$ cat src/rtl/tmr12_pkg.sv
`timescale 1ns/1ps
package tmr12_pkg;

  typedef enum logic [1:0] {
    MODE_EVENT = 2'd0,
    MODE_TIMER = 2'd1,
    MODE_PULSE = 2'd2
  } tmr_mode_e;

  typedef struct packed {
    logic       gate;
    logic       en;
    logic [1:0] tap;
  } tmr_cmd_t;

  function automatic tmr_mode_e decode_mode(input tmr_cmd_t c, input logic internal);
    if (c.gate)        return MODE_PULSE;
    else if (internal) return MODE_TIMER;
    else               return MODE_EVENT;
  endfunction

endpackage

$ cat src/rtl/tmr12_sync_edge.sv
`timescale 1ns/1ps
module tmr12_sync_edge #(
  parameter int STAGES = 2
) (
  input  logic clk,
  input  logic rst_n,
  input  logic async_in,
  output logic level,
  output logic rise
);
  logic [STAGES-1:0] sync_q;
  logic              prev_q;

  always_ff @(posedge clk) begin
    if (!rst_n) begin
      sync_q <= '0;
      prev_q <= 1'b0;
    end else begin
      sync_q <= {sync_q[STAGES-2:0], async_in};
      prev_q <= sync_q[STAGES-1];
    end
  end

  assign level = sync_q[STAGES-1];
  assign rise  = sync_q[STAGES-1] & ~prev_q;


  rise_single_chk: assert property (@(posedge clk) disable iff (!rst_n)
    rise |=> !rise);
endmodule

$ cat src/rtl/tmr12_prescale.sv
`timescale 1ns/1ps
module tmr12_prescale #(
  parameter int TAP_BASE = 3,
  parameter int TAP_STEP = 2,
  parameter int NTAP     = 4
) (
  input  logic            clk,
  input  logic            rst_n,
  output logic [NTAP-1:0] tick
);
  localparam int PRE_W = TAP_BASE + TAP_STEP * (NTAP - 1);

  logic [PRE_W-1:0] pre_q;

  always_ff @(posedge clk) begin
    if (!rst_n) pre_q <= '0;
    else        pre_q <= pre_q + 1'b1;
  end

  for (genvar i = 0; i < NTAP; i++) begin : g_tap
    localparam int TW = TAP_BASE + TAP_STEP * i;
    assign tick[i] = &pre_q[TW-1:0];
    if (i > 0) begin : g_nest

      tap_nest_chk: assert property (@(posedge clk) disable iff (!rst_n)
        tick[i] |-> tick[i-1]);
    end
  end
endmodule

$ cat src/rtl/tmr12_core.sv
`timescale 1ns/1ps
module tmr12_core #(
  parameter int NIB_W   = 4,
  parameter int NUM_NIB = 3,
  parameter int SEL_W   = 2
) (
  input  logic                       clk,
  input  logic                       rst_n,
  input  logic                       inc,
  input  logic                       wr_en,
  input  logic [SEL_W-1:0]           wr_sel,
  input  logic [NIB_W-1:0]           wr_data,
  input  logic [SEL_W-1:0]           rd_sel,
  output logic [NIB_W-1:0]           rd_data,
  output logic [NIB_W*NUM_NIB-1:0]   count,
  output logic                       wrap_pulse
);
  localparam int CNT_W = NIB_W * NUM_NIB;

  logic [CNT_W-1:0] cnt_q;
  logic [CNT_W-1:0] wr_val;
  logic             wr_hit;

  always_comb begin
    wr_val = cnt_q;
    wr_hit = 1'b0;
    for (int i = 0; i < NUM_NIB; i++) begin
      if (wr_en && wr_sel == SEL_W'(i)) begin
        wr_val[i*NIB_W +: NIB_W] = wr_data;
        wr_hit = 1'b1;
      end
    end
  end

  always_comb begin
    rd_data = '0;
    for (int i = 0; i < NUM_NIB; i++) begin
      if (rd_sel == SEL_W'(i)) rd_data = cnt_q[i*NIB_W +: NIB_W];
    end
  end

  always_ff @(posedge clk) begin
    if (!rst_n) begin
      cnt_q      <= '0;
      wrap_pulse <= 1'b0;
    end else begin
      wrap_pulse <= 1'b0;
      if (wr_hit) begin
        cnt_q <= wr_val;
      end else if (inc) begin
        cnt_q      <= cnt_q + 1'b1;
        wrap_pulse <= &cnt_q;
      end
    end
  end

  assign count = cnt_q;


  ovf_zero_chk: assert property (@(posedge clk) disable iff (!rst_n)
    wrap_pulse |-> (cnt_q == '0));

  ovf_width_chk: assert property (@(posedge clk) disable iff (!rst_n)
    wrap_pulse |=> !wrap_pulse);

  step_one_chk: assert property (@(posedge clk) disable iff (!rst_n)
    !wr_en |=> (cnt_q == $past(cnt_q) || cnt_q == CNT_W'($past(cnt_q) + 1'b1)));
endmodule

$ cat src/rtl/tmr12_timer.sv
`timescale 1ns/1ps
module tmr12_timer #(
  parameter int NIB_W    = 4,
  parameter int NUM_NIB  = 3,
  parameter int TAP_BASE = 3,
  parameter int TAP_STEP = 2,
  parameter int SYNC_N   = 2,
  localparam int SEL_W   = 2,
  localparam int NTAP    = 4
) (
  input  logic             clk,
  input  logic             rst_n,
  input  logic             trig_in,
  input  logic             src_internal,
  input  logic             cmd_we,
  input  logic [3:0]       cmd_data,
  input  logic             nib_we,
  input  logic [SEL_W-1:0] nib_wsel,
  input  logic [NIB_W-1:0] nib_wdata,
  input  logic [SEL_W-1:0] nib_rsel,
  output logic [NIB_W-1:0] nib_rdata,
  output logic             ovf_irq
);
  import tmr12_pkg::*;

  localparam int CNT_W = NIB_W * NUM_NIB;

  tmr_cmd_t         cmd_q;
  tmr_mode_e        mode;
  logic [NTAP-1:0]  tick;
  logic             tick_sel;
  logic             trig_lvl;
  logic             trig_rise;
  logic             inc;
  logic [CNT_W-1:0] count;

  always_ff @(posedge clk) begin
    if (!rst_n)      cmd_q <= '0;
    else if (cmd_we) cmd_q <= tmr_cmd_t'(cmd_data);
  end

  tmr12_sync_edge #(.STAGES(SYNC_N)) u_sync (
    .clk      (clk),
    .rst_n    (rst_n),
    .async_in (trig_in),
    .level    (trig_lvl),
    .rise     (trig_rise)
  );

  tmr12_prescale #(.TAP_BASE(TAP_BASE), .TAP_STEP(TAP_STEP), .NTAP(NTAP)) u_pre (
    .clk   (clk),
    .rst_n (rst_n),
    .tick  (tick)
  );

  assign mode     = decode_mode(cmd_q, src_internal);
  assign tick_sel = tick[cmd_q.tap];

  always_comb begin
    unique case (mode)
      MODE_EVENT: inc = cmd_q.en & trig_rise;
      MODE_TIMER: inc = cmd_q.en & tick_sel;
      MODE_PULSE: inc = cmd_q.en & tick_sel & trig_lvl;
      default:    inc = 1'b0;
    endcase
  end

  tmr12_core #(.NIB_W(NIB_W), .NUM_NIB(NUM_NIB), .SEL_W(SEL_W)) u_core (
    .clk        (clk),
    .rst_n      (rst_n),
    .inc        (inc),
    .wr_en      (nib_we),
    .wr_sel     (nib_wsel),
    .wr_data    (nib_wdata),
    .rd_sel     (nib_rsel),
    .rd_data    (nib_rdata),
    .count      (count),
    .wrap_pulse (ovf_irq)
  );


  hold_disabled_chk: assert property (@(posedge clk) disable iff (!rst_n)
    (!cmd_q.en && !nib_we) |=> $stable(count));

  gate_low_chk: assert property (@(posedge clk) disable iff (!rst_n)
    (mode == MODE_PULSE && !trig_lvl && !nib_we) |=> $stable(count));

  event_step_chk: assert property (@(posedge clk) disable iff (!rst_n)
    (mode == MODE_EVENT && !trig_rise && !nib_we) |=> $stable(count));
endmodule

$ cat config.mk
export PLATFORM = sky130hd
export DESIGN_NAME = tmr12_timer
export DESIGN_NICKNAME = d
export VERILOG_FILES = /design/src/rtl/tmr12_pkg.sv /design/src/rtl/tmr12_sync_edge.sv /design/src/rtl/tmr12_prescale.sv /design/src/rtl/tmr12_core.sv /design/src/rtl/tmr12_timer.sv
export SDC_FILE = /design/constraint.sdc
export NUM_CORES = 1
export LEC_CHECK = 0
export BUFFER_PORTS_ARGS = -buffer_cell sky130_fd_sc_hd__clkbuf_2
export CAP_MARGIN = 20
export CORE_AREA = 8 8 51 84
export CTS_BUF_LIST = sky130_fd_sc_hd__clkbuf_4
export DETAILED_ROUTE_END_ITERATION = 10
export DIE_AREA = 0 0 59 92
export PLACE_DENSITY = 0.75
export REMOVE_ABC_BUFFERS = 1
export SLEW_MARGIN = 0
export SYNTH_ARGS = -nofsm -noshare
export SYNTH_HDL_FRONTEND = slang
export SYNTH_HIERARCHICAL = 1
export SYNTH_SLANG_ARGS = --single-unit
$ cat constraint.sdc
create_clock -name clk -period 2.9 [get_ports clk]
set_input_delay 0.145 -clock clk [delete_from_list [all_inputs] [get_ports clk]]
set_output_delay 0.145 -clock clk [all_outputs]
set_load 0.02 [all_outputs]
; ---- After elaboration in Yosys (flattened, before gate mapping)
; Cells that the tools add are included.
[totals]
regBits = 29
out_inout_bits = 5
word_cells = 61
in_bits = 18
[op_classes]
bitwise = 7
n_addsub = 2
n_mux = 16
magnitude_cmp = 1
n_eq_ne = 9
n_reduce_logical = 16
[op_table]
columns = operator, count
row1 = two-way mux 12 bit, 2
row2 = two-way mux 4 bit, 6
row3 = "adder 12 x 1 -> 12 bit, second input constant", 1
row4 = AND reduction 12 bit, 1
row5 = "adder 9 x 1 -> 9 bit, second input constant", 1
row6 = AND reduction 9 bit, 1
row7 = AND reduction 7 bit, 1
row8 = "== test 2 x 1 -> 1 bit, second input constant", 3
row9 = "== test 2 bit, second input constant", 3
row10 = logical NOT 2 bit, 3
row11 = "inequality test 2 bit, second input constant", 3
row12 = AND reduction 2 bit, 3
row13 = two-way mux 1 bit, 5
row14 = AND reduction 5 bit, 1
row15 = AND 1 bit, 4
row16 = logical AND 1 bit, 3
row17 = "< comparator 2 x 3 -> 1 bit, second input constant", 1
row18 = inverter 1 bit, 3
row19 = one-hot mux 1 bit (3 select lines), 1
row20 = AND reduction 3 bit, 1
row21 = OR reduction 3 bit, 1
row22 = binary-select mux 1 bit (select 2 bit), 1
row23 = two-way mux 2 bit, 1
row24 = nonzero test 2 bit, 1

; ---- Logic depth before layout (Yosys ltp)
; Gate-level depths: netlist of run 1.
[depth]
word_depth = 8
depth_mapped = 13
ltp_nobuf = 12

; ---- Cells and area by module
; The synthesis of run 1 kept the hierarchy.
[by_module_without_submodules]
columns = mod, cells_per_inst, seq_area_each_um2, area_each_um2, instances
row1 = tmr12_core, 116, 260.2, 909.6, 1
row2 = tmr12_prescale, 37, 180.2, 381.6, 1
row3 = tmr12_timer, 19, 80.1, 202.7, 1
row4 = tmr12_sync_edge, 7, 60.1, 92.6, 1

; ---- Least setup slack after synthesis of run 1
; OpenSTA, ideal clock, no wires.
[synth_timing]
path_type = register to register
startpoint = register u_pre.pre_q[0]
endpoint = register u_core.cnt_q[10] (netlist: u_core/count[10])
required_ns = 2.780
setup_time_ns = 0.120
period_less_slack_ns = 2.864
path_buffers = 1
arrival_ns = 2.744
path_slack_ns = 0.036
stages_incl_launch_ff = 14
path_cell_list = dfxtp_1 -> ha_1 -> and3_1 -> and2b_4 -> and2_1 -> ha_1 -> mux4_2 -> nand3b_1 -> a31oi_1 -> inv_1 -> a21o_1 -> buf_2 -> mux2_4 -> o31a_1
[synth_via]
elab_chain_len = 8
word_cells_on_any_way = 11
classes_between = 3 x mux / 2 x bitwise / 6 x reduce/logical
[synth_rtl]
columns = element, line_no
row1 = start: declaration, tmr12_prescale.sv:13  ; logic [PRE_W-1:0] pre_q;
row2 = start signal: assignment, tmr12_prescale.sv:17  ; else pre_q <= pre_q + 1'b1;
row3 = AND reduction 7 bit (*), tmr12_prescale.sv:22  ; assign tick[i] = &pre_q[TW-1:0];
row4 = named net tick[2], tmr12_timer.sv:30  ; logic [NTAP-1:0] tick;
row5 = binary-select mux 1 bit (select 2 bit) (*), tmr12_timer.sv:57  ; assign tick_sel = tick[cmd_q.tap];
row6 = two-way mux 1 bit (implied by the code) (*), tmr12_timer.sv:57
row7 = AND 1 bit (*), "tmr12_timer.sv:62, tmr12_timer.sv:63"
row8 = AND 1 bit, tmr12_timer.sv:63  ; MODE_PULSE: inc = cmd_q.en & tick_sel & trig_lvl;
row9 = one-hot mux 1 bit (3 select lines) (*), tmr12_timer.sv:60  ; unique case (mode)
row10 = named net inc, tmr12_timer.sv:34  ; logic inc;
row11 = nonzero test 2 bit (no line) (*), n/a
row12 = AND reduction 2 bit (no line) (*), n/a
row13 = end signal: assignment, tmr12_core.sv:49  ; cnt_q <= wr_val;
row14 = end signal: assignment, tmr12_core.sv:51  ; cnt_q <= cnt_q + 1'b1;
row15 = end: declaration, tmr12_core.sv:20  ; logic [CNT_W-1:0] cnt_q;
; The timed path passes the listed nets; every way through them passes the cells marked *. The select of a mux whose other input is x is not followed.
; A chain may end at the register's enable or synchronous reset.

; ---- Worst setup path in the final report of run 1
[layout_timing]
startpoint = register u_pre.pre_q[1]
endpoint = register u_core.cnt_q[10] (netlist: u_core/count[10])
; Same word-level chain as after synthesis.

==> results_tabular.tex, run 1 <==
\begin{tabular}{lr}
\hline
Metric & Value \\
\hline
\multicolumn{2}{l}{\textbf{Run status}} \\
\quad Run status & finished clean \\
\multicolumn{2}{l}{\textbf{Timing}} \\
\quad Sum of negative setup slack & 0 ps \\
\quad Total setup violations reported at the end of the flow & 0 \\
\quad Post-route clock period utilization & 95.98\% \\
\quad Number of hold violations in the final report & 0 \\
\quad Final Slew Violations & 0 \\
\quad Max-slew headroom & 49.27\% \\
\quad Worst Clk Skew & 12.59 ps \\
\quad Minimum clock period after layout & 2783 ps \\
\quad Slew at the pin closest to its max-slew limit & 756.5 ps \\
\quad Setup repair after global routing missed its margin & false \\
\quad Achievable frequency & 359.3 MHz \\
\multicolumn{2}{l}{\textbf{Yosys}} \\
\quad Synthesized-area fraction occupied by ao, oa, aoi and oai cells & 19.64\% \\
\quad Leading cell type by number of instances after synthesis & sky130\_fd\_sc\_hd\_\_dfxtp\_1 \\
\quad Dominant synthesized flop cell & sky130\_fd\_sc\_hd\_\_dfxtp\_1 \\
\quad XOR/XNOR share of the synthesized area & 0.5521\% \\
\quad Cells taking the most area after synthesis & sky130\_fd\_sc\_hd\_\_dfxtp\_1 (37\%), sky130\_fd\_sc\_hd\_\_mux2i\_1 (6.3\%), sky130\_fd\_sc\_hd\_\_and2\_1 (3.9\%) \\
\quad Cell types with the highest counts after synthesis & sky130\_fd\_sc\_hd\_\_dfxtp\_1 (29), sky130\_fd\_sc\_hd\_\_nand2\_1 (16), sky130\_fd\_sc\_hd\_\_o21ai\_0 (11), sky130\_fd\_sc\_hd\_\_and2\_1 (10), sky130\_fd\_sc\_hd\_\_mux2i\_1 (10) \\
\quad Number of enable flip-flop cells after synthesis & 0 \\
\quad Share of cell area taken by muxes after synthesis & 8.675\% \\
\quad Async SR Flop Fraction & 0\% \\
\quad Sequential-to-total area share from yosys stat & 36.59\% \\
\quad Area share of the largest cell type after synthesis & 36.59\% \\
\quad Mapped Area & 1587 um2 \\
\quad Main combinational cell family by area after synthesis & simple AND/OR/NAND/NOR gates \\
\quad Post-synthesis average cell area & 8.863 um2 \\
\quad Unique cell type count in the Yosys netlist & 47 \\
\quad Number of instances in the synthesized netlist & 179 \\
\quad Synthesis Warnings & 6 \\
\quad Library cell with the largest summed area after synthesis & sky130\_fd\_sc\_hd\_\_dfxtp\_1 \\
\quad Flip-flop and latch count after synthesis & 29 \\
\quad Fraction of the mapped netlist area in adder cells & 3.943\% \\
\quad Post-Synth Simple-Gate Area & 27.29\% \\
\multicolumn{2}{l}{\textbf{Worst setup path}} \\
\quad Crit. End Element & register \\
\quad Worst setup path class & reg2reg \\
\quad Critical Path Source Type & register \\
\quad Required arrival time at the worst endpoint & 3120 ps \\
\quad Critical-path cell list & ha\_4 -> and3\_4 -> and2b\_4 -> and2\_1 -> ha\_1 -> mux4\_2 -> nand3b\_1 -> a31oi\_2 -> inv\_1 -> a21o\_1 -> mux2\_4 -> o31a\_1 \\
\quad Standard cell with the maximum stage delay on the critical path & sky130\_fd\_sc\_hd\_\_mux4\_2 \\
\quad CP peak stage delay & 490 ps \\
\quad Max FO, Critical Path & 3 \\
\quad Worst path arrival time & 3010 ps \\
\multicolumn{2}{l}{\textbf{Placed design}} \\
\quad DPL Wire Length & 3021 um \\
\quad Number of buffers added on ports & 22 \\
\quad Final estimated routing congestion in global placement & 0.8879 \\
\quad Cell area after placement & 1743 um2 \\
\multicolumn{2}{l}{\textbf{Final layout}} \\
\quad Filler cells & 287 \\
\quad Count of nets after finishing & 227 \\
\quad Final antenna diode count & 0 \\
\quad Summed area of non-filler cells in the final layout & 1822 um2 \\
\quad Fraction of layout cells with a size suffix above 1 & 23.41\% \\
\quad Growth of design area from synthesis to finish & 14.83\% \\
\multicolumn{2}{l}{\textbf{CTS}} \\
\quad Number of H-tree levels & 2 \\
\quad Post-CTS sizing & 0 \\
\quad Maximum clock path buffer count & 2 \\
\quad Number of hold-repair buffers added at the cts stage & 0 \\
\quad Clock slew at reported path FFs & 90 ps \\
\quad Clock network latency to the later pin of the worst-skew pair & 330 ps \\
\quad Buffer count from post-CTS setup fixing & 0 \\
\quad Count of clock tree sinks & 29 \\
\quad CTS tree & built \\
\quad Master cell of the clock root buffer & sky130\_fd\_sc\_hd\_\_clkbuf\_4 \\
\quad Inserted Clock Buffers & 5 \\
\multicolumn{2}{l}{\textbf{Floorplanning}} \\
\quad Core region area & 3108 um2 \\
\quad Vert. Die Dim & 92 um \\
\quad Number of ports placed on the die boundary & 23 \\
\quad Die Outline Area & 5428 um2 \\
\quad Number of cell rows & 27 \\
\quad Initial standard-cell utilization of the core & 51.05\% \\
\quad Die span in x & 59 um \\
\multicolumn{2}{l}{\textbf{Pwr}} \\
\quad Part of the power in registers & 56.9\% \\
\quad Switching Fraction & 28.19\% \\
\quad Internal power & 0.0005440 W \\
\quad Leakage dissipation & 0.7293 nW \\
\quad IR drop worst, VDD & 375.7 uV \\
\quad Switch Pwr & 0.0002136 W \\
\quad Combinational share of power & 12.6\% \\
\quad Fraction of power consumed by the clock network & 30.6\% \\
\quad Cell area power density & 415.8 nW/um2 \\
\multicolumn{2}{l}{\textbf{Detailed routing}} \\
\quad Average routed wire per standard cell & 16.26 um \\
\quad Antenna viol nets, final & 0 \\
\quad Drt drc & 0 \\
\quad Number of detailed-routing iterations run before antenna repair & 4 \\
\quad DRC marker count from the first detailed-route iteration & 61 \\
\quad Routed via count & 1475 \\
\quad Via density & 5.948 \\
\quad Post-detailed-routing wire length & 4033 um \\
\multicolumn{2}{l}{\textbf{Hold path}} \\
\quad Min-Delay Path Class & in2reg \\
\multicolumn{2}{l}{\textbf{Flow run}} \\
\quad Number of maximum-capacitance constraint violations & 0 \\
\multicolumn{2}{l}{\textbf{GRT}} \\
\quad Initial antenna violation count & 0 \\
\quad Global route overflow & 0 \\
\quad Global router's overall resource usage & 15.91\% \\
\quad Pin count of the biggest net entering global routing & 29 \\
\quad Vias in the first global route & 1574 \\
\quad Global-route wire length before repair & 6810 um \\
\hline
\end{tabular}
power by group through the flow:
stage | clock network, W | registers (W) | logic [W]
finish | 0.000232 | 0.000431 | 0.0000952
global route | 0.000258 | 0.000434 | 0.000104
CTS | 0.000242 | 0.000429 | 0.0000919
detailed placement | 0 | 0.000438 | 0.0000913
global placement | 0 | 0.000437 | 0.0000870
floorplan | 0 | 0.000433 | 0.0000542
critical path: cells and delay by family (launching register included):
family          cells  cell delay (ps)
buf+inv             1               80
fa+ha+maj           2              340
flops               1              360
compound gates      3              510
mux                 2              800
simple gates        4              600
layer usage:
layer	wire (um)	global-route usage, %
met2	2076	28.30
met5	0	0
met4	251	11.85
met1	1520	14.79
met3	185	3.916
layout by cell type (no fill, tap or decap), types with 4 or more instances in the layout:
cell type	synthesis	layout
sky130_fd_sc_hd__mux2i_1	10	10
sky130_fd_sc_hd__and2_1	10	10
sky130_fd_sc_hd__inv_1	6	6
sky130_fd_sc_hd__o22ai_1	4	4
sky130_fd_sc_hd__clkbuf_2	0	22
sky130_fd_sc_hd__ha_1	5	4
sky130_fd_sc_hd__nor2b_1	7	7
sky130_fd_sc_hd__dfxtp_1	29	28
sky130_fd_sc_hd__nand4_1	4	4
sky130_fd_sc_hd__o21ai_0	11	11
sky130_fd_sc_hd__nor2_1	4	4
sky130_fd_sc_hd__o31a_1	5	5
sky130_fd_sc_hd__nand3_1	6	6
sky130_fd_sc_hd__clkbuf_4	0	5
sky130_fd_sc_hd__a21oi_1	9	9
sky130_fd_sc_hd__nand2_1	16	16
sky130_fd_sc_hd__or3_1	5	5
layout make-up:
type	count	area, um2	area share, %
Clock buffer	5	37.54	2.060
Multi-Input combinational cell	137	977.2	53.64
Inverter	6	22.52	1.236
Timing Repair Buffer	25	136.4	7.486
Sequential cell	29	581.8	31.94
Clock inverter	3	12.51	0.6868
Tap cell	43	53.80	2.953
sequential cells by signal, summed over array words and instances, names as in the netlist:
register,cells
u_pre/pre_q,9
u_core/count,12
u_sync/prev_q,1
u_sync/sync_q,2
cmd_q,4
u_core/wrap_pulse,1
per-stage QoR:
step | power [W] | hold slack (ps) | setup slack, ps | std cells | util [%]
global placement | 0.0005242 | 349.8 | 139.9 | 240 | 56.08
floorplan | 0.0004872 | 266.7 | 45.67 | 172 | -
detailed placement | 0.0005296 | 355.3 | 61.21 | 240 | 56.08
global route | 0.0007966 | 7.149 | 3.888 | 248 | 58.62
finish | 0.0007576 | 20.66 | 116.6 | 248 | 58.62
CTS | 0.0007632 | 9.080 | 52.28 | 248 | 57.69
final timing paths:
check | from | endpoint | slack, ps | cells past startpoint
worst min-delay path | trig_in | u_sync/sync_q[0] | 20 | 2
worst max register to register | u_pre/pre_q[1] | u_core/count[10] | 120 | 12
worst min register to register | u_sync/sync_q[0] | u_sync/sync_q[1] | 440 | 1
worst max-delay path | u_pre/pre_q[1] | u_core/count[10] | 120 | 12
kinds of logic (layout without fill, tap and decap cells):
kind of cell               Yosys count  in the layout
and+or+nand+nor                     73             73
AOI/OAI and AO/OA                   46             46
DFF                                 29             29
buffers and inverters               13             39
muxes                               12             12
adders and majority gates            5              5
xor gates and xnor gates             1              1
No activity file was read; power rests on OpenSTA's default activity.
==> inputs of run 2 (changes only) <==
Settings changed: CORE_AREA 8 8 51 84 to 2 2 43 74, DIE_AREA 0 0 59 92 to 0 0 45 76, PLACE_DENSITY 0.75 to 0.78.
Clock period 2.9 ns to 2.8 ns, I/O delays scaled along.
==> results_tabular.tex, run 2 (synthesized netlist as in run 1, its figures left out) <==
\begin{tabular}{lr}
\hline
Metric & Value \\
\hline
\multicolumn{2}{l}{\textbf{Final layout}} \\
\quad Growth of design area from synthesis to finish & 13.72\% (was 14.83\%) \\
\quad Count of nets after finishing & 230 (was 227) \\
\quad Flip-flop count of the largest register, all copies and words added & 12 (unchanged) \\
\quad Fraction of layout cells with a size suffix above 1 & 24.15\% (was 23.41\%) \\
\quad Final antenna diode count & 0 (unchanged) \\
\quad Most frequent standard cell in the layout excluding fill and tap cells & sky130\_fd\_sc\_hd\_\_dfxtp\_1 (unchanged) \\
\quad Top library cells by usage in the layout, fill and taps aside & sky130\_fd\_sc\_hd\_\_dfxtp\_1 (28), sky130\_fd\_sc\_hd\_\_clkbuf\_2 (22), sky130\_fd\_sc\_hd\_\_nand2\_1 (16) (unchanged) \\
\multicolumn{2}{l}{\textbf{Pwr}} \\
\quad Leakage dissipation & 0.7400 nW (was 0.7293 nW) \\
\quad Fraction of power consumed by the clock network & 30.0\% (was 30.6\%) \\
\quad Part of the power in registers & 57.3\% (was 56.9\%) \\
\quad IR drop worst, VDD & 283.4 uV (was 375.7 uV) \\
\quad Switching Fraction & 25.83\% (was 28.19\%) \\
\quad Switch Pwr & 0.0002000 W (was 0.0002136 W) \\
\quad Combinational share of power & 12.8\% (was 12.6\%) \\
\quad Internal power & 0.0005743 W (was 0.0005440 W) \\
\quad Cell area power density & 429.2 nW/um2 (was 415.8 nW/um2) \\
\multicolumn{2}{l}{\textbf{Detailed routing}} \\
\quad Antenna viol nets, final & 0 (unchanged) \\
\quad Post-detailed-routing wire length & 3649 um (was 4033 um) \\
\quad Routed via count & 1466 (was 1475) \\
\quad DRC marker count from the first detailed-route iteration & 36 (was 61) \\
\quad Drt drc & 0 (unchanged) \\
\quad Via density & 6.238 (was 5.948) \\
\quad Number of detailed-routing iterations run before antenna repair & 4 (unchanged) \\
\quad Average routed wire per standard cell & 15.53 um (was 16.26 um) \\
\multicolumn{2}{l}{\textbf{Worst setup path}} \\
\quad Critical-path cell list & ha\_2 -> and3\_4 -> and2b\_4 -> and2\_1 -> ha\_1 -> mux4\_2 -> nand3b\_1 -> a31oi\_1 -> inv\_1 -> a21o\_1 -> mux2\_4 -> o31a\_1 (was ha\_4 -> and3\_4 -> and2b\_4 -> and2\_1 -> ha\_1 -> mux4\_2 -> nand3b\_1 -> a31oi\_2 -> inv\_1 -> a21o\_1 -> mux2\_4 -> o31a\_1) \\
\quad Worst setup path class & reg2reg (unchanged) \\
\quad Worst path arrival time & 2920 ps (was 3010 ps) \\
\quad Launching element of the worst setup path & u\_pre/pre\_q[0] (was u\_pre/pre\_q[1]) \\
\quad Critical Path Source Type & register (unchanged) \\
\quad Required arrival time at the worst endpoint & 3020 ps (was 3120 ps) \\
\quad CP peak stage delay & 470 ps (was 490 ps) \\
\quad Worst r2r src & u\_pre/pre\_q[0] (was u\_pre/pre\_q[1]) \\
\quad Family with the most delay on the worst path & multiplexers (unchanged) \\
\quad Combined buffer and inverter count along the critical path & 1 (unchanged) \\
\quad Max FO, Critical Path & 3 (unchanged) \\
\quad Standard cell with the maximum stage delay on the critical path & sky130\_fd\_sc\_hd\_\_mux4\_2 (unchanged) \\
\quad Crit. End Element & register (unchanged) \\
\multicolumn{2}{l}{\textbf{CTS}} \\
\quad Inserted Clock Buffers & 5 (unchanged) \\
\quad Clock slew at reported path FFs & 90 ps (about the same) \\
\quad Number of hold-repair buffers added at the cts stage & 0 (unchanged) \\
\quad CTS tree & built (unchanged) \\
\quad Clock network latency to the later pin of the worst-skew pair & 320 ps (was 330 ps) \\
\quad Maximum clock path buffer count & 2 (unchanged) \\
\quad Master cell of the clock root buffer & sky130\_fd\_sc\_hd\_\_clkbuf\_4 (unchanged) \\
\quad Number of H-tree levels & 2 (unchanged) \\
\quad Count of clock tree sinks & 29 (unchanged) \\
\multicolumn{2}{l}{\textbf{Timing}} \\
\quad Total setup violations reported at the end of the flow & 0 (unchanged) \\
\quad Hold Slack & 25.11 ps (was 20.66 ps) \\
\quad Worst Clk Skew & 11.39 ps (was 12.59 ps) \\
\quad Minimum clock period after layout & 2706 ps (was 2783 ps) \\
\quad Number of hold violations in the final report & 0 (unchanged) \\
\quad Achievable frequency & 369.6 MHz (was 359.3 MHz) \\
\quad Max-slew headroom & 68.22\% (was 49.27\%) \\
\quad Post-route clock period utilization & 96.63\% (was 95.98\%) \\
\quad Final Slew Violations & 0 (unchanged) \\
\quad Sum of negative setup slack & 0 ps (unchanged) \\
\quad Slew at the pin closest to its max-slew limit & 476.7 ps (was 756.5 ps) \\
\quad Setup repair after global routing missed its margin & false (unchanged) \\
\multicolumn{2}{l}{\textbf{GRT}} \\
\quad Global router's overall resource usage & 23.80\% (was 15.91\%) \\
\quad Initial antenna violation count & 0 (unchanged) \\
\quad Pin count of the biggest net entering global routing & 29 (unchanged) \\
\quad Global-route wire length before repair & 6106 um (was 6810 um) \\
\quad Vias in the first global route & 1534 (was 1574) \\
\quad Global route overflow & 0 (unchanged) \\
\multicolumn{2}{l}{\textbf{Floorplanning}} \\
\quad Number of cell rows & 26 (was 27) \\
\quad Initial standard-cell utilization of the core & 55.42\% (was 51.05\%) \\
\quad Number of ports placed on the die boundary & 23 (unchanged) \\
\quad Core region area & 2863 um2 (was 3108 um2) \\
\quad Vert. Die Dim & 76 um (was 92 um) \\
\quad Die Outline Area & 3420 um2 (was 5428 um2) \\
\quad Die span in x & 45 um (was 59 um) \\
\multicolumn{2}{l}{\textbf{Flow run}} \\
\quad Number of maximum-capacitance constraint violations & 0 (unchanged) \\
\multicolumn{2}{l}{\textbf{Placed design}} \\
\quad Number of buffers added on ports & 22 (unchanged) \\
\quad DPL Wire Length & 2816 um (was 3021 um) \\
\quad Final estimated routing congestion in global placement & 0.8849 (was 0.8879) \\
\multicolumn{2}{l}{\textbf{Hold path}} \\
\quad Worst min-delay path startpoint & trig\_in (unchanged) \\
\quad Min-Delay Path Class & in2reg (unchanged) \\
\multicolumn{2}{l}{\textbf{Run status}} \\
\quad Run status & finished clean (unchanged) \\
\hline
\end{tabular}
-- run 2: cell types whose count changed in the layout (fill, tap and decap cells not counted), sizes merged --
cell	before	now
buf	3	6
clkbuf	27	28
clkinv	3	1
-- run 2: path summary, 6_finish.rpt --
check / endpoint / slack [ps] / depth (start not counted)
max reg2reg: u_core/count[10] / 90 / 12
max: u_core/count[10] / 90 / 12
min reg2reg: u_sync/sync_q[1] / 430 / 1
min: u_sync/sync_q[0] / 30 / 2
-- run 2: through the flow --
stage / power [W] / setup slack, ps / util, % / std cells / area [um2]
after CTS: 0.0007857 / 18.03 / 62.46 / 234 / 1788
after global placement: 0.0005444 / 116.5 / 60.75 / 227 / 1739
after floorplan: 0.0005046 / -54.33 / - / 172 / 1556
after detailed placement: 0.0005503 / 19.19 / 60.75 / 227 / 1739
final: 0.0007743 / 94.50 / 63.02 / 235 / 1804
after global routing: 0.0008166 / 2.360 / 63.02 / 235 / 1804
-- run 2: power groups by stage --
stage | clock (W) | sequential [W] | combinational [W]
after floorplan | 0 | 0.000448 | 0.0000562
final | 0.000232 | 0.000444 | 0.0000988
after global placement | 0 | 0.000452 | 0.0000927
after CTS | 0.000245 | 0.000443 | 0.0000978
after global routing | 0.000262 | 0.000446 | 0.000108
after detailed placement | 0 | 0.000453 | 0.0000975
-- run 2: cell type report --
type / count / area (um2)
Timing Repair Buffer: 28 / 155.1
Inverter: 6 / 22.52
Clock inverter: 1 / 3.754
Fill cell: 243 / 1059
Sequential cell: 29 / 581.8
Clock buffer: 6 / 45.04
Tap cell: 28 / 35.03
Multi-Input combinational cell: 137 / 960.9
-- run 2: repair_timing --
action / in CTS / in global routing
resized for setup: 0 / 3
setup buffers: 0 / 1
endpoints found under the setup margin: 0 / 8
-- run 2: per-layer routing --
metal / global-route usage (%) / part of all wire (%)
met5: 0 / 0
met4: 21.76 / 5.9
met3: 5.924 / 5.5
met2: 39.71 / 54
met1: 21.39 / 34
==> inputs of run 3 (changes only) <==
Settings changed: CORE_AREA 2 2 43 74 to 2 2 48 84, CTS_CLUSTER_DIAMETER set to 200, DIE_AREA 0 0 45 76 to 0 0 50 86, PLACE_DENSITY 0.78 to unset.
Clock period 2.8 ns to 3.1 ns, I/O delays scaled along.
==> results_tabular.tex, run 3 (synthesized netlist as in run 1, its figures left out) <==
\begin{tabular}{lr}
\hline
Metric & Value \\
\hline
\multicolumn{2}{l}{\textbf{Pwr}} \\
\quad Switching Fraction & 24.87\% (was 25.83\%) \\
\quad Leakage dissipation & 0.7384 nW (was 0.7400 nW) \\
\quad Internal power & 0.0005927 W (was 0.0005743 W) \\
\quad Fraction of power consumed by the clock network & 38.3\% (was 30.0\%) \\
\quad Combinational share of power & 10.9\% (was 12.8\%) \\
\quad Cell area power density & 432.2 nW/um2 (was 429.2 nW/um2) \\
\quad Switch Pwr & 0.0001962 W (was 0.0002000 W) \\
\quad Part of the power in registers & 50.9\% (was 57.3\%) \\
\quad IR drop worst, VDD & 358.0 uV (was 283.4 uV) \\
\multicolumn{2}{l}{\textbf{Worst setup path}} \\
\quad Worst setup path class & reg2reg (unchanged) \\
\quad Crit. End Element & register (unchanged) \\
\quad Required arrival time at the worst endpoint & 3330 ps (was 3020 ps) \\
\quad Max FO, Critical Path & 5 (was 3) \\
\quad Worst path arrival time & 3180 ps (was 2920 ps) \\
\quad Critical Path Source Type & register (unchanged) \\
\multicolumn{2}{l}{\textbf{Final layout}} \\
\quad Footprint of the multi-input gates & 953.4 um2 (was 960.9 um2) \\
\quad Final antenna diode count & 0 (unchanged) \\
\quad Area of all sequential standard cells & 580.6 um2 (was 581.8 um2) \\
\quad Count of nets after finishing & 227 (was 230) \\
\quad Growth of design area from synthesis to finish & 15.06\% (was 13.72\%) \\
\quad Fraction of layout cells with a size suffix above 1 & 21.95\% (was 24.15\%) \\
\quad Flip-flop count of the largest register, all copies and words added & 12 (unchanged) \\
\quad Filler cells & 355 (was 243) \\
\quad Top library cells by usage in the layout, fill and taps aside & sky130\_fd\_sc\_hd\_\_dfxtp\_1 (29), sky130\_fd\_sc\_hd\_\_clkbuf\_2 (22), sky130\_fd\_sc\_hd\_\_nand2\_1 (16) (was sky130\_fd\_sc\_hd\_\_dfxtp\_1 (28), sky130\_fd\_sc\_hd\_\_clkbuf\_2 (22), sky130\_fd\_sc\_hd\_\_nand2\_1 (16)) \\
\quad Most frequent standard cell in the layout excluding fill and tap cells & sky130\_fd\_sc\_hd\_\_dfxtp\_1 (unchanged) \\
\quad Final core utilization & 50.82\% (was 63.02\%) \\
\multicolumn{2}{l}{\textbf{Detailed routing}} \\
\quad Metal2 WL & 1963 um (was 1982 um) \\
\quad Drt drc & 0 (unchanged) \\
\quad Highest metal layer with signal wires & met4 (unchanged) \\
\quad Number of detailed-routing iterations run before antenna repair & 4 (unchanged) \\
\quad Antenna viol nets, final & 0 (unchanged) \\
\quad Via density & 5.725 (was 6.238) \\
\quad DRC marker count from the first detailed-route iteration & 45 (was 36) \\
\quad Routed via count & 1437 (was 1466) \\
\quad Post-detailed-routing wire length & 3690 um (was 3649 um) \\
\quad Met3 wire length & 187 um (was 201 um) \\
\quad Average routed wire per standard cell & 14.70 um (was 15.53 um) \\
\quad Detailed-routing wirelength on met1 & 1338 um (was 1250 um) \\
\multicolumn{2}{l}{\textbf{Floorplanning}} \\
\quad Die Outline Area & 4300 um2 (was 3420 um2) \\
\quad Number of cell rows & 29 (was 26) \\
\quad Number of ports placed on the die boundary & 23 (unchanged) \\
\quad Die span in x & 50 um (was 45 um) \\
\quad Initial standard-cell utilization of the core & 44.17\% (was 55.42\%) \\
\quad Vert. Die Dim & 86 um (was 76 um) \\
\quad Core region area & 3592 um2 (was 2863 um2) \\
\multicolumn{2}{l}{\textbf{CTS}} \\
\quad Master cell of the clock root buffer & sky130\_fd\_sc\_hd\_\_clkbuf\_4 (unchanged) \\
\quad Clock network latency to the later pin of the worst-skew pair & 330 ps (was 320 ps) \\
\quad Number of hold-repair buffers added at the cts stage & 0 (unchanged) \\
\quad Maximum clock path buffer count & 2 (unchanged) \\
\quad Inserted Clock Buffers & 5 (unchanged) \\
\quad Count of clock tree sinks & 29 (unchanged) \\
\quad CTS tree & built (unchanged) \\
\quad Number of H-tree levels & 2 (unchanged) \\
\quad Clock slew at reported path FFs & 100 ps (was 90 ps) \\
\multicolumn{2}{l}{\textbf{Timing}} \\
\quad Setup repair after global routing missed its margin & false (unchanged) \\
\quad Minimum clock period after layout & 2957 ps (was 2706 ps) \\
\quad Slew at the pin closest to its max-slew limit & 796.3 ps (was 476.7 ps) \\
\quad Worst Clk Skew & 10.30 ps (was 11.39 ps) \\
\quad Total setup violations reported at the end of the flow & 0 (unchanged) \\
\quad Min setup slack post-route & 143.5 ps (was 94.50 ps) \\
\quad Final Slew Violations & 0 (unchanged) \\
\quad Number of hold violations in the final report & 0 (unchanged) \\
\quad Achievable frequency & 338.2 MHz (was 369.6 MHz) \\
\quad Sum of negative setup slack & 0 ps (unchanged) \\
\quad Post-route clock period utilization & 95.37\% (was 96.63\%) \\
\quad Max-slew headroom & 46.60\% (was 68.22\%) \\
\multicolumn{2}{l}{\textbf{Hold path}} \\
\quad Min-Delay Path Class & in2reg (unchanged) \\
\multicolumn{2}{l}{\textbf{GRT}} \\
\quad Pin count of the biggest net entering global routing & 29 (unchanged) \\
\quad Global route overflow & 0 (unchanged) \\
\quad Vias in the first global route & 1297 (was 1534) \\
\quad Global-route wire length before repair & 5892 um (was 6106 um) \\
\quad Initial antenna violation count & 0 (unchanged) \\
\quad Global router's overall resource usage & 18.00\% (was 23.80\%) \\
\multicolumn{2}{l}{\textbf{Flow run}} \\
\quad Number of maximum-capacitance constraint violations & 0 (unchanged) \\
\multicolumn{2}{l}{\textbf{Run status}} \\
\quad Run status & finished clean (unchanged) \\
\multicolumn{2}{l}{\textbf{Placed design}} \\
\quad DPL Wire Length & 2807 um (was 2816 um) \\
\quad Final estimated routing congestion in global placement & 0.8753 (was 0.8849) \\
\quad Number of buffers added on ports & 22 (unchanged) \\
\quad Placement Setup Slack & 134.0 ps (was 19.19 ps) \\
\hline
\end{tabular}
-- run 3: layout make-up --
class / instances / area share (%)
Multi-Input combinational cell: 137 / 52.23
Tap cell: 46 / 3.153
Inverter: 6 / 1.234
Clock inverter: 3 / 2.262
Clock buffer: 5 / 2.056
Sequential cell: 29 / 31.80
Timing Repair Buffer: 25 / 7.265
-- run 3: per-stage QoR --
stage,power (W),instances,hold WS [ps],cell area [um2]
after global routing,0.0008274,251,20.33,1826
after floorplan,0.0004558,172,276.7,1556
after detailed placement,0.0004946,242,364.4,1739
after global placement,0.0004911,242,359.7,1739
after CTS,0.0007986,250,6.213,1818
final,0.0007889,251,25.90,1826
-- run 3: path summary, 6_finish.rpt --
kind | cells past startpoint | slack [ps] | to | startpoint
worst max-delay path | 12 | 140 | u_core/count[10] | u_pre/pre_q[0]
worst min-delay path | 2 | 30 | u_sync/sync_q[0] | trig_in
worst max register to register | 12 | 140 | u_core/count[10] | u_pre/pre_q[0]
worst min register to register | 1 | 440 | u_sync/sync_q[1] | u_sync/sync_q[0]
-- run 3: worst max-delay path, cell delays in order, from the launching register on --
cell                       delay [ps]
sky130_fd_sc_hd__dfxtp_1          350
sky130_fd_sc_hd__ha_1             220
sky130_fd_sc_hd__and3_1           210
sky130_fd_sc_hd__and2b_4          170
sky130_fd_sc_hd__and2_1           150
sky130_fd_sc_hd__ha_1             170
sky130_fd_sc_hd__mux4_2           480
sky130_fd_sc_hd__nand3b_1         100
sky130_fd_sc_hd__a31oi_1          170
sky130_fd_sc_hd__inv_1            120
sky130_fd_sc_hd__a21o_1           180
sky130_fd_sc_hd__mux2_4           310
sky130_fd_sc_hd__o31a_1           250
-- run 3: repair_timing --
action                                  in CTS  in global routing
resized for setup                            0                  0
endpoints found under the setup margin       0                  2
setup buffers                                0                  1
endpoints found under the hold margin        0                  0
-- run 3: metal layers --
| layer | global-route usage [%] | up-vias |
|---|---|---|
| li1 | - | 708 |
| met2 | 30.26 | 45 |
| met4 | 13.64 | 0 |
| met3 | 4.530 | 15 |
| met5 | 0 | - |
| met1 | 18.68 | 669 |
-- run 3: power groups by stage --
stage / clock network (W) / logic (W) / registers, W
after global placement: 0 / 0.0000820 / 0.000409
after global routing: 0.000329 / 0.0000946 / 0.000403
after detailed placement: 0 / 0.0000846 / 0.000410
final: 0.000302 / 0.0000857 / 0.000401
after floorplan: 0 / 0.0000507 / 0.000405
after CTS: 0.000312 / 0.0000848 / 0.000401
